[config.mk]
export PLATFORM = sky130hd
export DESIGN_NAME = seq16_core
export DESIGN_NICKNAME = d
export VERILOG_FILES = /design/src/rtl/seq16_pkg.sv /design/src/rtl/seq16_regfile.sv /design/src/rtl/seq16_alu.sv /design/src/rtl/seq16_ctrl.sv /design/src/rtl/seq16_core.sv
export SDC_FILE = /design/constraint.sdc
export NUM_CORES = 1
export LEC_CHECK = 0
export ABC_AREA = 0
export BUFFER_PORTS_ARGS = -buffer_cell sky130_fd_sc_hd__buf_2
export CORE_MARGIN = 1
export CORE_UTILIZATION = 40
export CTS_BUF_LIST = sky130_fd_sc_hd__clkbuf_16
export DETAILED_ROUTE_END_ITERATION = 12
export HOLD_SLACK_MARGIN = 0.12
export SYNTH_ARGS = -nofsm -noshare
export SYNTH_HDL_FRONTEND = slang
export SYNTH_SLANG_ARGS = --single-unit
[constraint.sdc]
create_clock -name clk -period 3.8 [get_ports clk]
set_input_delay 0.57 -clock clk [delete_from_list [all_inputs] [get_ports clk]]
set_output_delay 0.57 -clock clk [all_outputs]
set_load 0.05 [all_outputs]
[src/rtl/seq16_pkg.sv]
package seq16_pkg;

  typedef enum logic [3:0] {
    S_F_MAR,   // address register takes program counter
    S_F_RD,    // instruction read strobe, counter advances
    S_F_MDR,   // data register captures instruction word
    S_F_IR,    // instruction register takes data register
    S_DEC,     // opcode decision
    S_EVA,     // effective address into address register
    S_OP_RD,   // operand read strobe
    S_OP_MDR,  // data register captures operand
    S_EXE,     // adder result captured
    S_STO      // destination register written
  } state_e;

  localparam logic [3:0] OPC_ADD = 4'b0001;
  localparam logic [3:0] OPC_LDR = 4'b0110;

endpackage

[src/rtl/seq16_regfile.sv]
module seq16_regfile #(
  parameter int DW   = 16,
  parameter int NREG = 8,
  localparam int AW  = $clog2(NREG)
) (
  input  logic          clk,
  input  logic          rst,
  input  logic          we,
  input  logic [AW-1:0] waddr,
  input  logic [DW-1:0] wdata,
  input  logic [AW-1:0] raddr_a,
  input  logic [AW-1:0] raddr_b,
  output logic [DW-1:0] rdata_a,
  output logic [DW-1:0] rdata_b
);

  logic [DW-1:0] regs [NREG];

  always_ff @(posedge clk) begin
    if (rst) begin
      for (int i = 0; i < NREG; i++) regs[i] <= '0;
    end else if (we) begin
      regs[waddr] <= wdata;
    end
  end

  assign rdata_a = regs[raddr_a];
  assign rdata_b = regs[raddr_b];

endmodule

[src/rtl/seq16_alu.sv]
module seq16_alu #(
  parameter int DW   = 16,
  parameter int OFFW = 6
) (
  input  logic [DW-1:0]   opa,
  input  logic [DW-1:0]   opb,
  input  logic [OFFW-1:0] off,
  output logic [DW-1:0]   sum,
  output logic [DW-1:0]   ea
);

  logic [DW-1:0] off_ext;

  generate
    if (OFFW < DW) begin : g_sext
      assign off_ext = {{(DW-OFFW){off[OFFW-1]}}, off};
    end else begin : g_full
      assign off_ext = off[DW-1:0];
    end
  endgenerate

  assign sum = opa + opb;
  assign ea  = opa + off_ext;

endmodule

[src/rtl/seq16_ctrl.sv]
module seq16_ctrl
  import seq16_pkg::*;
(
  input  logic       clk,
  input  logic       rst,
  input  logic [3:0] opcode,
  output state_e     state,
  output logic       ld_mar_pc,
  output logic       ld_mar_ea,
  output logic       mem_rd,
  output logic       inc_pc,
  output logic       ld_mdr,
  output logic       ld_ir,
  output logic       ld_alu,
  output logic       rf_we,
  output logic       wsel_mdr
);

  state_e nxt;

  always_ff @(posedge clk) begin
    if (rst) state <= S_F_MAR;
    else     state <= nxt;
  end

  always_comb begin
    nxt = state;
    unique case (state)
      S_F_MAR:  nxt = S_F_RD;
      S_F_RD:   nxt = S_F_MDR;
      S_F_MDR:  nxt = S_F_IR;
      S_F_IR:   nxt = S_DEC;
      S_DEC: begin
        if (opcode == OPC_ADD)      nxt = S_EXE;
        else if (opcode == OPC_LDR) nxt = S_EVA;
        else                        nxt = S_F_MAR;
      end
      S_EVA:    nxt = S_OP_RD;
      S_OP_RD:  nxt = S_OP_MDR;
      S_OP_MDR: nxt = S_STO;
      S_EXE:    nxt = S_STO;
      S_STO:    nxt = S_F_MAR;
      default:  nxt = S_F_MAR;
    endcase
  end

  assign ld_mar_pc = (state == S_F_MAR);
  assign ld_mar_ea = (state == S_EVA);
  assign mem_rd    = (state == S_F_RD) || (state == S_OP_RD);
  assign inc_pc    = (state == S_F_RD);
  assign ld_mdr    = (state == S_F_MDR) || (state == S_OP_MDR);
  assign ld_ir     = (state == S_F_IR);
  assign ld_alu    = (state == S_EXE);
  assign rf_we     = (state == S_STO);
  assign wsel_mdr  = (opcode == OPC_LDR);

  // the add path enters execute straight from decode
  assert_add_path_R4: assert property (@(posedge clk) disable iff (rst)
    (state == S_EXE) |-> ($past(state) == S_DEC && opcode == OPC_ADD));

  // the operand read of a load follows address evaluation
  assert_ldr_order_R5: assert property (@(posedge clk) disable iff (rst)
    (state == S_OP_RD) |-> ($past(state) == S_EVA));

  // an unknown opcode goes back to fetch right after decode
  assert_nop_return_R7: assert property (@(posedge clk) disable iff (rst)
    (state == S_DEC && opcode != OPC_ADD && opcode != OPC_LDR) |=> (state == S_F_MAR));

endmodule

[src/rtl/seq16_core.sv]
module seq16_core
  import seq16_pkg::*;
#(
  parameter int DW   = 16,
  parameter int NREG = 8,
  parameter int OFFW = 6
) (
  input  logic          clk,
  input  logic          rst,
  output logic [DW-1:0] mem_addr,
  output logic          mem_rd,
  output logic          mem_wr,
  output logic [DW-1:0] mem_wdata,
  input  logic [DW-1:0] mem_rdata
);

  localparam int AW      = $clog2(NREG);
  localparam int OPC_LSB = DW - 4;
  localparam int DST_LSB = 9;
  localparam int SA_LSB  = 6;
  localparam int SB_LSB  = 0;

  logic [DW-1:0] pc, ir, mar, mdr, alu_q;
  logic [DW-1:0] rd_a, rd_b, sum, ea, wdata;
  state_e        state;
  logic          ld_mar_pc, ld_mar_ea, inc_pc, ld_mdr, ld_ir, ld_alu, rf_we, wsel_mdr;
  logic [3:0]    opcode;

  assign opcode = ir[OPC_LSB +: 4];

  seq16_ctrl u_ctrl (
    .clk       (clk),
    .rst       (rst),
    .opcode    (opcode),
    .state     (state),
    .ld_mar_pc (ld_mar_pc),
    .ld_mar_ea (ld_mar_ea),
    .mem_rd    (mem_rd),
    .inc_pc    (inc_pc),
    .ld_mdr    (ld_mdr),
    .ld_ir     (ld_ir),
    .ld_alu    (ld_alu),
    .rf_we     (rf_we),
    .wsel_mdr  (wsel_mdr)
  );

  seq16_regfile #(.DW(DW), .NREG(NREG)) u_rf (
    .clk     (clk),
    .rst     (rst),
    .we      (rf_we),
    .waddr   (ir[DST_LSB +: AW]),
    .wdata   (wdata),
    .raddr_a (ir[SA_LSB +: AW]),
    .raddr_b (ir[SB_LSB +: AW]),
    .rdata_a (rd_a),
    .rdata_b (rd_b)
  );

  seq16_alu #(.DW(DW), .OFFW(OFFW)) u_alu (
    .opa (rd_a),
    .opb (rd_b),
    .off (ir[OFFW-1:0]),
    .sum (sum),
    .ea  (ea)
  );

  assign wdata = wsel_mdr ? mdr : alu_q;

  always_ff @(posedge clk) begin
    if (rst) begin
      pc    <= '0;
      ir    <= '0;
      mar   <= '0;
      mdr   <= '0;
      alu_q <= '0;
    end else begin
      if (ld_mar_pc)      mar <= pc;
      else if (ld_mar_ea) mar <= ea;
      if (inc_pc) pc    <= pc + 1'b1;
      if (ld_mdr) mdr   <= mem_rdata;
      if (ld_ir)  ir    <= mdr;
      if (ld_alu) alu_q <= sum;
    end
  end

  assign mem_addr  = mar;
  assign mem_wr    = 1'b0;
  assign mem_wdata = mdr;

  // an instruction read goes out at the program counter
  assert_fetch_addr_R2: assert property (@(posedge clk) disable iff (rst)
    (state == S_F_RD) |-> (mem_addr == pc));

  // the instruction register takes what the data register held
  assert_ir_from_mdr_R3: assert property (@(posedge clk) disable iff (rst)
    (state == S_F_IR) |=> (ir == $past(mdr)));

endmodule

After elaboration in Yosys (flattened, before gate mapping):

Memory sizes are Yosys's and may differ from the RTL's. A register that Yosys moved wholly into a read port is not among the register bits.
Index checks and enable logic that the tools add are counted.

* memories kept: 1
* flip-flop bits (word level): 84
* word-level logic and storage cells: 45
* output and inout bits: 34
* input bits: 18
* RAM bits: 128

* eq/ne operators: 11
* mux-type cells: 18
* reduce and logical (&&, ||, !) cells: 6
* add/subtract/negate cells: 3

Memory list
* u_rf.regs: words 8, bits a word 16, read ports 2, clocked after memory_dff 2, write ports 8, RTL line seq16_regfile.sv:17 `logic [DW-1:0] regs [NREG];`

Operators with widths (count)
* two-way mux 16 bit: 4
* adder 16 bit: 2
* one-hot mux 4 bit (8 select lines): 1
* == test 4 x 3 -> 1 bit (second input constant): 5
* two-way mux 3 bit: 6
* adder 16 x 1 -> 16 bit (second input constant): 1
* OR reduction 16 bit: 1
* == test 4 x 1 -> 1 bit (second input constant): 2
* == test 4 x 2 -> 1 bit (second input constant): 2
* == test 4 bit (second input constant): 2
* two-way mux 1 bit: 6
* zero test 4 bit: 1
* two-way mux 4 bit: 1
* logical OR 1 bit: 2
* nonzero test 2 bit: 1
* OR reduction 2 bit: 1

Longest topological paths before layout:

Gate-level depths: netlist (run 1).

* depth after elaboration: 6
* depth in mapped cells: 13
* depth with buffers taken out: 11

Cells and area by module:

Synthesis (run 1) repeated with hierarchy kept, for this count alone.

* cells, all modules: 982
* area, all modules: 11911.4 um^2

Modules (own cells, without submodules)
* seq16_regfile: seq. area each 3843.7 um^2, cells each 430, times used 1, area an instance 7000.5 um^2
* seq16_core: seq. area each 1601.5 um^2, cells each 339, times used 1, area an instance 3300.7 um^2
* seq16_alu: seq. area each 0.0 um^2, cells each 169, times used 1, area an instance 1290.0 um^2
* seq16_ctrl: seq. area each 80.1 um^2, cells each 44, times used 1, area an instance 320.3 um^2

Worst setup path after synthesis (run 1):

No wires, ideal clock.

* path kind: reg-to-reg
* from: reg with a tool-made name
* to: reg alu_q[10]
* clock period less this slack: 3.339 ns
* slack: 0.461 ns
* data arrival time: 3.252 ns
* buffers on the path: 2
* stages on the path, launching flop included: 14
* data required time: 3.713 ns
* library setup time: 0.087 ns
* cell sequence: dfxtp_1 -> clkbuf_1 -> buf_2 -> mux4_2 -> mux2_2 -> ha_1 -> inv_1 -> fa_1 -> and2b_1 -> o31a_1 -> a41oi_1 -> o21ai_0 -> xnor2_1 -> o31ai_1

RTL lines
* to (signal assigned): RTL line seq16_core.sv:82 `if (ld_alu) alu_q <= sum;`
* to (decl): RTL line seq16_core.sv:23 `logic [DW-1:0] pc, ir, mar, mdr, alu_q;`

==> out/qor_table.md, run 1 <==
| Metric | Reported |
|---|---|
| Post-synthesis net count | 1042 |
| Final hold violations | 0 |
| Worst clock skew on the final layout | 20.30 ps |
| Gates resized, CTS repair | 0 |
| Ratio of final minimum period to clock period | 90.02% |
| Storage cell area | 5648 um2 |
| Antenna Violating Nets Remaining | 0 |
| Area of the core region | 28010 um2 |
| Synth Register Bits | 218 |
| CTS tree | yes |
| Kind of end point of the critical path | flop |
| Pin count of the biggest net entering global routing | 36 |
| Unrepaired setup endpoints after global routing | no |
| Post-synthesis instance area | 11480 um2 |
| Syn. warnings | 0 |
| Net total in the final layout | 1102 |
| Sequential share of the synthesized area | 49.16% |
| Endpoint of the worst register-to-register path | alu_q[10] |
| Maximum resistive drop on vdd | 296.6 uV |
| Total power per unit cell area | 475.9 nW/um2 |
| Post-detailed-route wirelength per cell | 20.92 um |
| Number of maximum-capacitance violations | 0 |
| Setup TNS Final | 0 ps |
| Yosys top cell area share | 33.47% |
| Via count of the routed design | 8181 |
| Status | complete, no violations |
| Post CTS Setup Buffer Count | 0 |
| Biggest area consumer among synthesized cells | sky130_fd_sc_hd__edfxtp_1 |
| Number of max-slew violations in the final report | 0 |
| Wire length of the first global-routing pass | 45240 um |
| Fill count | 2565 |
| Later-pin clock latency in the skew report | 540 ps |
| Initial antenna violation count | 0 |
| Initial DRC count | 519 |
| Relative slew margins | 25.00% |
| Most frequent standard cell in the layout excluding fill and tap cells | sky130_fd_sc_hd__nor2_1 |
| Die H | 171.4 um |
| Final instance count without filler cells | 1448 |
| Reported leakage power | 4.600 nW |
| Count of clock tree sinks | 218 |
| Final worst slack | 379.4 ps |
| Capture point of the worst path | alu_q[10] |
| Distinct cell type count after synthesis | 71 |
| Post-route minimum period | 3421 ps |
| Clock transition at the register clock pins on the worst setup and hold paths after CTS | 60 ps |
| Inserted Clock Buffers | 25 |
| Predominant post-synthesis flop cell | sky130_fd_sc_hd__edfxtp_1 |
| Utilization of the core after routing | 46.91% |
| Final weighted congestion in routability-driven placement | 0.8440 |
| Post-Place Setup Slack | 409.3 ps |
| Total iterations of the first detailed-routing run | 5 |
| Horizontal die dimension | 171.4 um |
| Maximum fanout count along the critical path | 12 |
| Number of inserted diodes | 0 |
| Startpoint-to-endpoint class of the critical path | reg -> reg |
| Row Count | 61 |
| Vias in the first global route | 7809 |
| Avg Inst Size Synth | 11.59 um2 |
| Achievable Freq | 0.2923 GHz |
| Arr. time, crit path | 3870 ps |
| Logic depth of the worst register-to-register path | 11 |
| Data required, critical path | 4250 ps |
| Path type of the worst min-delay path | in -> reg |
| Most used cells in the layout excluding fill and tap cells | sky130_fd_sc_hd__nor2_1 (180), sky130_fd_sc_hd__edfxtp_1 (128), sky130_fd_sc_hd__dfxtp_1 (88) |
| Die footprint | 29390 um2 |
| Total length of routed wires | 30300 um |
| Half-perimeter wire length after detailed placement | 21010 um |
| Maximum clock path buffer count | 3 |
| Root buffer cell | sky130_fd_sc_hd__clkbuf_16 |
| Total area of multi-input combinational cells | 5519 um2 |
| Async set-or-reset flop fraction in the synthesized netlist | 0% |
| GRT overflow | 0 |
| Synthesized netlist cell count | 991 |
| Number of buffers inserted by port buffering | 50 |
| Share of layout cells above drive strength 1 | 22.71% |
| Post-CTS Hold Buffers | 0 |
| Worst slew pin tran | 1094 ps |
| Final routed DRC violation total | 0 |
| Placed insts | 1402 |
| Effective utilization at floorplan | 41.00% |
| Setup slack on the worst flop-to-flop path | 380 ps |
| Count of flip-flops with a built-in enable after synthesis | 128 |
| CTS HTree Levels | 1 |
| Area growth, synth to finish | 14.42% |
| Count of final setup violators | 0 |
| Power Total | 6.253 mW |
| Ranking of synthesized cells by area | sky130_fd_sc_hd__edfxtp_1 (33%), sky130_fd_sc_hd__dfxtp_1 (16%), sky130_fd_sc_hd__mux4_2 (13%), sky130_fd_sc_hd__nor2_1 (5.9%), sky130_fd_sc_hd__ha_1 (3.4%) |
| Overall track demand over capacity in global routing | 20.67% |
| Avg Vias per Cell | 5.650 |
| CP startpoint kind | flop |
| I/O Pins | 52 |
[cell families (layout without fill, tap and decap cells)]
family | Yosys count | count (layout) | share of synthesized area (%)
compound gates | 156 | 156 | 8.978
fa+ha+maj | 33 | 33 | 3.726
other cells | 1 | 1 | 0.03266
flops | 218 | 218 | 49.16
xor+xnor | 23 | 23 | 1.754
simple gates | 359 | 359 | 14.72
buf+inv | 70 | 149 | 2.822
mux | 131 | 131 | 18.81
[final cells by class]
type,instances,share of cell area (%)
Sequential cell,218,42.99
Multi-Input combinational cell,703,42.01
Clock buffer,25,4.761
Timing Repair Buffer,91,4.723
Tap cell,378,3.600
Clock inverter,21,1.581
Inverter,12,0.3428
[cells in the mapped netlist (4+ instances only)]
cell type	n
sky130_fd_sc_hd__and3_1	4
sky130_fd_sc_hd__buf_4	5
sky130_fd_sc_hd__o211ai_1	6
sky130_fd_sc_hd__a22oi_1	12
sky130_fd_sc_hd__xor2_1	14
sky130_fd_sc_hd__a21oi_1	59
sky130_fd_sc_hd__or3_1	5
sky130_fd_sc_hd__dfxtp_1	90
sky130_fd_sc_hd__clkbuf_1	30
sky130_fd_sc_hd__nand4_1	7
sky130_fd_sc_hd__a221oi_1	4
sky130_fd_sc_hd__a211oi_1	5
sky130_fd_sc_hd__xnor2_1	9
sky130_fd_sc_hd__nand3b_1	5
sky130_fd_sc_hd__nor4b_1	4
sky130_fd_sc_hd__edfxtp_1	128
sky130_fd_sc_hd__nor2_1	180
sky130_fd_sc_hd__nor3_1	16
sky130_fd_sc_hd__a31oi_1	6
sky130_fd_sc_hd__nor2b_1	9
sky130_fd_sc_hd__nand3_1	14
sky130_fd_sc_hd__nand2_1	85
sky130_fd_sc_hd__ha_1	31
sky130_fd_sc_hd__a21o_1	13
sky130_fd_sc_hd__and2_1	4
sky130_fd_sc_hd__o21ai_0	15
sky130_fd_sc_hd__buf_1	4
sky130_fd_sc_hd__o21a_1	9
sky130_fd_sc_hd__o32ai_1	4
sky130_fd_sc_hd__mux4_2	64
sky130_fd_sc_hd__inv_1	10
sky130_fd_sc_hd__buf_2	14
sky130_fd_sc_hd__mux2_2	28
sky130_fd_sc_hd__mux2i_1	38
[power breakdown]
part           internal, mW  switching, mW
registers              2.61          0.173
clock network          1.47          0.985
logic                 0.369          0.649
[registers in the layout (all words and copies together), names as in the netlist, named ones only]
register and count:
mem_addr 16, u_ctrl.state 4, mem_wdata 16, pc 16
alu_q 16, ir 16, u_rf.regs 128
[worst min-delay path by stage]
stage	depth (start not counted)	end	slack (ps)	startpoint
detailed placement	2	mem_addr[0]	450	mem_addr[0]
floorplan	2	alu_q[3]	430	alu_q[3]
global placement	2	alu_q[5]	440	alu_q[5]
CTS	3	mem_wdata[13]	260	mem_rdata[13]
global route	3	mem_wdata[15]	270	mem_rdata[15]
finish	3	mem_wdata[13]	270	mem_rdata[13]
[stage by stage]
stage | hold WS, ps | area [um2]
2_1_floorplan | 431.2 | 11480
3_3_place_gp | 440.3 | 12310
3_5_place_dp | 452.6 | 12310
4_1_cts | 260.8 | 13140
5_1_grt | 270.2 | 13140
6_report | 272.9 | 13140
[per-layer routing]
metal	global-route usage, %	vias to the layer above	wire (um)
li1	-	3808	-
met1	28.03	4078	13310
met2	34.15	247	14480
met3	2.692	48	1818
met4	6.793	0	692
met5	0	-	0
[worst max-delay path: stages (launching register included)]
cell                      delay [ps]
sky130_fd_sc_hd__dfxtp_2         510
sky130_fd_sc_hd__buf_12          210
sky130_fd_sc_hd__mux4_2          500
sky130_fd_sc_hd__mux2i_1         280
sky130_fd_sc_hd__buf_4           210
sky130_fd_sc_hd__fa_1            190
sky130_fd_sc_hd__and2b_1         200
sky130_fd_sc_hd__o31a_1          280
sky130_fd_sc_hd__a41oi_1         450
sky130_fd_sc_hd__o21ai_0         180
sky130_fd_sc_hd__xnor2_1         150
sky130_fd_sc_hd__o31ai_1         170
Note: power is estimated with default switching activity, not from simulation.
==> run 2, diff against run 1 <==
--- a/config.mk
+++ b/config.mk
@@ -7,8 +7,8 @@
 export LEC_CHECK = 0
 export ABC_AREA = 0
 export BUFFER_PORTS_ARGS = -buffer_cell sky130_fd_sc_hd__buf_2
-export CORE_MARGIN = 1
-export CORE_UTILIZATION = 40
+export CORE_MARGIN = 5
+export CORE_UTILIZATION = 47
 export CTS_BUF_LIST = sky130_fd_sc_hd__clkbuf_16
 export DETAILED_ROUTE_END_ITERATION = 12
 export HOLD_SLACK_MARGIN = 0.12
==> out/qor_table.md, run 2 (same netlist as run 1, synthesis figures left out) <==
| Metric | Reported | Delta |
|---|---|---|
| Status | complete, no violations | unchanged |
| Total area of multi-input combinational cells | 5519 um2 | unchanged |
| Number of buffers inserted by port buffering | 50 | unchanged |
| Placed insts | 1348 | was 1402 |
| Fin Hold WS | 285.6 ps | was 272.9 ps |
| Ratio of final minimum period to clock period | 90.30% | was 90.02% |
| Root buffer cell | sky130_fd_sc_hd__clkbuf_16 | unchanged |
| Relative slew margins | 29.65% | was 25.00% |
| Post CTS Setup Buffer Count | 0 | unchanged |
| Wire length of the first global-routing pass | 46200 um | was 45240 um |
| Reported leakage power | 4.569 nW | was 4.600 nW |
| GRT overflow | 0 | unchanged |
| Total length of routed wires | 29620 um | was 30300 um |
| Number of inserted diodes | 0 | unchanged |
| Final weighted congestion in routability-driven placement | 0.9124 | was 0.8440 |
| Arr. time, crit path | 3830 ps | was 3870 ps |
| Final instance count without filler cells | 1392 | was 1448 |
| CTS HTree Levels | 1 | unchanged |
| Effective utilization at floorplan | 47.50% | was 41.00% |
| Horizontal die dimension | 166.3 um | was 171.4 um |
| I/O Pins | 52 | unchanged |
| Post-CTS Hold Buffers | 0 | unchanged |
| Worst stage delay on the critical path | 520 ps | was 510 ps |
| Net total in the final layout | 1102 | unchanged |
| Maximum fanout count along the critical path | 10 | was 12 |
| Maximum resistive drop on vdd | 403.4 uV | was 296.6 uV |
| Setup TNS Final | 0 ps | unchanged |
| Kind of end point of the critical path | flop | unchanged |
| Total power per unit cell area | 466.9 nW/um2 | was 475.9 nW/um2 |
| Later-pin clock latency in the skew report | 540 ps | about the same |
| Path type of the worst min-delay path | in -> reg | unchanged |
| Data required, critical path | 4190 ps | was 4250 ps |
| Overall track demand over capacity in global routing | 21.08% | was 20.67% |
| Number of max-slew violations in the final report | 0 | unchanged |
| Post-route minimum period | 3432 ps | was 3421 ps |
| Die H | 166.3 um | was 171.4 um |
| Final routed DRC violation total | 0 | unchanged |
| Fill count | 2110 | was 2565 |
| Die footprint | 27660 um2 | was 29390 um2 |
| CTS tree | yes | unchanged |
| Cell area after layout | 12940 um2 | was 13140 um2 |
| Avg Vias per Cell | 5.788 | was 5.650 |
| Final hold violations | 0 | unchanged |
| Area growth, synth to finish | 12.72% | was 14.42% |
| Count of final setup violators | 0 | unchanged |
| Via count of the routed design | 8057 | was 8181 |
| Achievable Freq | 0.2914 GHz | was 0.2923 GHz |
| Area of the core region | 24180 um2 | was 28010 um2 |
| Most used cells in the layout excluding fill and tap cells | sky130_fd_sc_hd__nor2_1 (180), sky130_fd_sc_hd__edfxtp_1 (128), sky130_fd_sc_hd__dfxtp_1 (88) | unchanged |
| Maximum clock path buffer count | 3 | unchanged |
| Count of clock tree sinks | 218 | unchanged |
| Post-detailed-route wirelength per cell | 21.28 um | was 20.92 um |
| Total iterations of the first detailed-routing run | 5 | unchanged |
| Startpoint-to-endpoint class of the critical path | reg -> reg | unchanged |
| Worst slew pin tran | 1047 ps | was 1094 ps |
| Clock transition at the register clock pins on the worst setup and hold paths after CTS | 60 ps | about the same |
| Vias in the first global route | 8015 | was 7809 |
| Max reg flops | 128 | unchanged |
| Share of layout cells above drive strength 1 | 22.57% | was 22.71% |
| Inserted Clock Buffers | 25 | unchanged |
| Worst clock skew on the final layout | 24.48 ps | was 20.30 ps |
| Storage cell area | 5648 um2 | unchanged |
| Register with the highest flop count | u_rf.regs | unchanged |
| Half-perimeter wire length after detailed placement | 20860 um | was 21010 um |
| Area after detailed placement | 12190 um2 | was 12310 um2 |
| Initial antenna violation count | 0 | unchanged |
| Number of maximum-capacitance violations | 0 | unchanged |
| Most frequent standard cell in the layout excluding fill and tap cells | sky130_fd_sc_hd__nor2_1 | unchanged |
| CP startpoint kind | flop | unchanged |
| Initial DRC count | 639 | was 519 |
| Antenna Violating Nets Remaining | 0 | unchanged |
| Row Count | 57 | was 61 |
| Cells along the critical path | buf_4 > mux4_2 > mux2_2 > ha_1 > and2_1 > a221oi_2 > a21oi_1 > o21ai_0 > a311o_2 > o211ai_1 | was buf_12 > mux4_2 > mux2i_1 > buf_4 > fa_1 > and2b_1 > o31a_1 > a41oi_1 > o21ai_0 > xnor2_1 > o31ai_1 |
| Gates resized, CTS repair | 0 | unchanged |
| Pin count of the biggest net entering global routing | 56 | was 36 |
| Unrepaired setup endpoints after global routing | no | unchanged |
| Highest-delay cell along the critical path | sky130_fd_sc_hd__dfxtp_2 | unchanged |
run 2: cell type report:
cell class	instances	area share, %
inverters	12	0.3480
clock buffers	25	4.833
well taps	324	3.132
repair buffers	91	4.408
flip-flops and latches	218	43.63
multi-input cells	703	42.64
clock inverters	19	1.005
run 2: power breakdown:
part           internal (mW)  switching (mW)  leakage (nW)
Clock                   1.27           0.964         0.387
Sequential              2.61           0.152          2.05
Combinational          0.372           0.676          2.13
run 2: layer usage:
| layer | track usage [%] | vias to the layer above | part of all wire (%) |
|---|---|---|---|
| met1 | 29.22 | 3999 | 43 |
| met3 | 2.428 | 31 | 5.4 |
| met4 | 4.376 | 0 | 1.8 |
| met2 | 36.24 | 203 | 49 |
| met5 | 0 | - | 0 |
| li1 | - | 3824 | - |
run 2: path summary, 6_finish.rpt:
kind,startpoint,end,slack [ps],depth (start not counted)
worst max-delay path,flop,alu_q[15],370,10
worst min-delay path,mem_rdata[7],mem_wdata[7],290,3
worst max register to register,flop,alu_q[15],370,10
worst min register to register,alu_q[3],alu_q[3],450,2
run 2: critical path: cells and delay by family (launching register included):
kind / cells / cell delay, ps
compound gates: 5 / 1150
mux: 2 / 810
flops: 1 / 520
fa+ha+maj: 1 / 340
buf+inv: 1 / 280
simple gates: 1 / 180
run 2: metrics by stage:
step	total power [mW]	util (%)	setup WS (ps)
after floorplan	3.596	-	460.9
after global placement	3.855	50.41	447.0
after detailed placement	3.862	50.41	395.3
after CTS	6.099	53.54	355.6
after global routing	6.287	53.54	77.07
final	6.043	53.54	368.4
==> run 3, diff against run 2 <==
--- a/config.mk
+++ b/config.mk
@@ -11,7 +11,9 @@
 export CORE_UTILIZATION = 47
 export CTS_BUF_LIST = sky130_fd_sc_hd__clkbuf_16
 export DETAILED_ROUTE_END_ITERATION = 12
+export GPL_ROUTABILITY_DRIVEN = 0
 export HOLD_SLACK_MARGIN = 0.12
+export REMOVE_ABC_BUFFERS = 1
 export SYNTH_ARGS = -nofsm -noshare
 export SYNTH_HDL_FRONTEND = slang
 export SYNTH_SLANG_ARGS = --single-unit
==> out/qor_table.md, run 3 (same netlist as run 1, synthesis figures left out) <==
| Metric | Reported | Delta |
|---|---|---|
| Ratio of final minimum period to clock period | 91.51% | was 90.30% |
| Met2 layer wire length in the routed design | 14360 um | was 14650 um |
| Final hold violations | 0 | unchanged |
| Number of max-slew violations in the final report | 0 | unchanged |
| Gates resized, CTS repair | 0 | unchanged |
| Max reg flops | 128 | unchanged |
| Power Total | 6.257 mW | was 6.043 mW |
| Most used cells in the layout excluding fill and tap cells | sky130_fd_sc_hd__nor2_1 (180), sky130_fd_sc_hd__edfxtp_1 (128), sky130_fd_sc_hd__dfxtp_1 (88) | unchanged |
| Overall track demand over capacity in global routing | 21.72% | was 21.08% |
| Count of clock tree sinks | 218 | unchanged |
| Initial DRC count | 805 | was 639 |
| Number of inserted diodes | 0 | unchanged |
| Path type of the worst min-delay path | in -> reg | unchanged |
| Final worst slack | 322.8 ps | was 368.4 ps |
| Register with the highest flop count | u_rf.regs | unchanged |
| Post-detailed-route wirelength per cell | 21.79 um | was 21.28 um |
| Initial antenna violation count | 0 | unchanged |
| Die footprint | 27660 um2 | unchanged |
| Highest-delay cell along the critical path | sky130_fd_sc_hd__dfxtp_2 | unchanged |
| Reported leakage power | 4.598 nW | was 4.569 nW |
| Status | complete, no violations | unchanged |
| Die H | 166.3 um | unchanged |
| Post-CTS Hold Buffers | 0 | unchanged |
| Avg Vias per Cell | 5.832 | was 5.788 |
| Data required, critical path | 4200 ps | was 4190 ps |
| Pin count of the biggest net entering global routing | 54 | was 56 |
| I/O Pins | 52 | unchanged |
| Cells along the critical path | buf_4 > mux4_2 > mux2_2 > ha_1 > a21o_1 > a32o_1 > o21ai_0 > a311o_2 > o211ai_1 | was buf_4 > mux4_2 > mux2_2 > ha_1 > and2_1 > a221oi_2 > a21oi_1 > o21ai_0 > a311o_2 > o211ai_1 |
| Clock transition at the register clock pins on the worst setup and hold paths after CTS | 60 ps | about the same |
| Area of the core region | 24180 um2 | unchanged |
| Maximum clock path buffer count | 3 | unchanged |
| Half-perimeter wire length after detailed placement | 21220 um | was 20860 um |
| Antenna Violating Nets Remaining | 0 | unchanged |
| Inserted Clock Buffers | 25 | unchanged |
| Post-Route M1 WL | 13410 um | was 12850 um |
| CTS HTree Levels | 1 | unchanged |
| Achievable Freq | 0.2876 GHz | was 0.2914 GHz |
| Maximum resistive drop on vdd | 319.2 uV | was 403.4 uV |
| Cell-internal power | 4.465 mW | was 4.250 mW |
| Final routed DRC violation total | 0 | unchanged |
| Area growth, synth to finish | 13.51% | was 12.72% |
| Relative slew margins | 36.34% | was 29.65% |
| Number of maximum-capacitance violations | 0 | unchanged |
| Share of layout cells above drive strength 1 | 22.90% | was 22.57% |
| Combinational Power Share | 18.1% | was 17.3% |
| Wire length on met3 | 2182 um | was 1585 um |
| Post-Place Setup Slack | 322.9 ps | was 395.3 ps |
| Psw | 1.792 mW | was 1.793 mW |
| Via count of the routed design | 8130 | was 8057 |
| Total length of routed wires | 30370 um | was 29620 um |
| Sw Share | 28.63% | was 29.67% |
| CTS tree | yes | unchanged |
| Later-pin clock latency in the skew report | 520 ps | was 540 ps |
| CP delay by family, top | compound AO/OA/AOI/OAI gates | unchanged |
| GRT overflow | 0 | unchanged |
| Horizontal die dimension | 166.3 um | unchanged |
| Row Count | 57 | unchanged |
| Count of final setup violators | 0 | unchanged |
| Worst slew pin tran | 928.3 ps | was 1047 ps |
| Unrepaired setup endpoints after global routing | no | unchanged |
| Total iterations of the first detailed-routing run | 5 | unchanged |
| Most frequent standard cell in the layout excluding fill and tap cells | sky130_fd_sc_hd__nor2_1 | unchanged |
| Kind of end point of the critical path | flop | unchanged |
| Arr. time, crit path | 3880 ps | was 3830 ps |
| Net total in the final layout | 1103 | was 1102 |
| Startpoint-to-endpoint class of the critical path | reg -> reg | unchanged |
| Total power per unit cell area | 480.0 nW/um2 | was 466.9 nW/um2 |
| Post CTS Setup Buffer Count | 0 | unchanged |
| Proportion of power drawn by the clock network | 38.4% | was 36.9% |
| Effective utilization at floorplan | 47.50% | unchanged |
| CP startpoint kind | flop | unchanged |
| Worst stage delay on the critical path | 580 ps | was 520 ps |
| Worst clock skew on the final layout | 13.69 ps | was 24.48 ps |
| Part of the power in registers | 43.5% | was 45.7% |
| Crit path buf inv count | 1 | unchanged |
| Post-route minimum period | 3477 ps | was 3432 ps |
| Vias in the first global route | 8021 | was 8015 |
| Maximum fanout count along the critical path | 13 | was 10 |
| Top layer reached by signal wires | met4 | unchanged |
| Number of buffers inserted by port buffering | 50 | unchanged |
| Wire length of the first global-routing pass | 47870 um | was 46200 um |
| Root buffer cell | sky130_fd_sc_hd__clkbuf_16 | unchanged |
| Setup TNS Final | 0 ps | unchanged |
[run 3: area by class of cell]
class | instances | area, um2
fillers | 2096 | 11140
flip-flops and latches | 218 | 5648
multi-input cells | 703 | 5524
clock buffers | 25 | 625.6
repair buffers | 92 | 593.1
well taps | 324 | 405.4
clock inverters | 20 | 193.9
inverters | 12 | 45.04
[run 3: metrics by stage]
stage	cells	hold slack, ps	utilization [%]	instance area, um2
detailed placement	1349	443.4	50.53	12220
global placement	1349	441.0	50.53	12220
finish	1394	288.8	53.92	13040
floorplan	933	425.1	-	11200
CTS	1394	276.4	53.92	13040
global route	1394	297.0	53.92	13040
[run 3: final timing paths]
path	startpoint	endpoint	slack [ps]	cells past startpoint
worst max-delay path	flop	alu_q[15]	320	9
worst min-delay path	mem_rdata[11]	mem_wdata[11]	290	3
worst max register to register	flop	alu_q[15]	320	9
worst min register to register	alu_q[5]	alu_q[5]	450	2
[run 3: power groups by stage]
stage	logic [mW]	registers [mW]	clock network, mW
after floorplan	0.612	2.92	0
after global placement	1.13	2.77	0
after detailed placement	1.13	2.77	0
after CTS	1.14	2.72	2.45
after global routing	1.22	2.74	2.56
final	1.13	2.72	2.40
[run 3: worst min-delay path: cells and delay by family]
family	cells	cell delay (ps)
simple gates	1	70
mux	1	50
buf+inv	1	80
[run 3: per-layer routing]
| layer | track usage (%) | vias up |
|---|---|---|
| met2 | 35.92 | 256 |
| met4 | 3.557 | 0 |
| li1 | - | 3811 |
| met3 | 3.713 | 43 |
| met1 | 30.94 | 4020 |
| met5 | 0 | - |
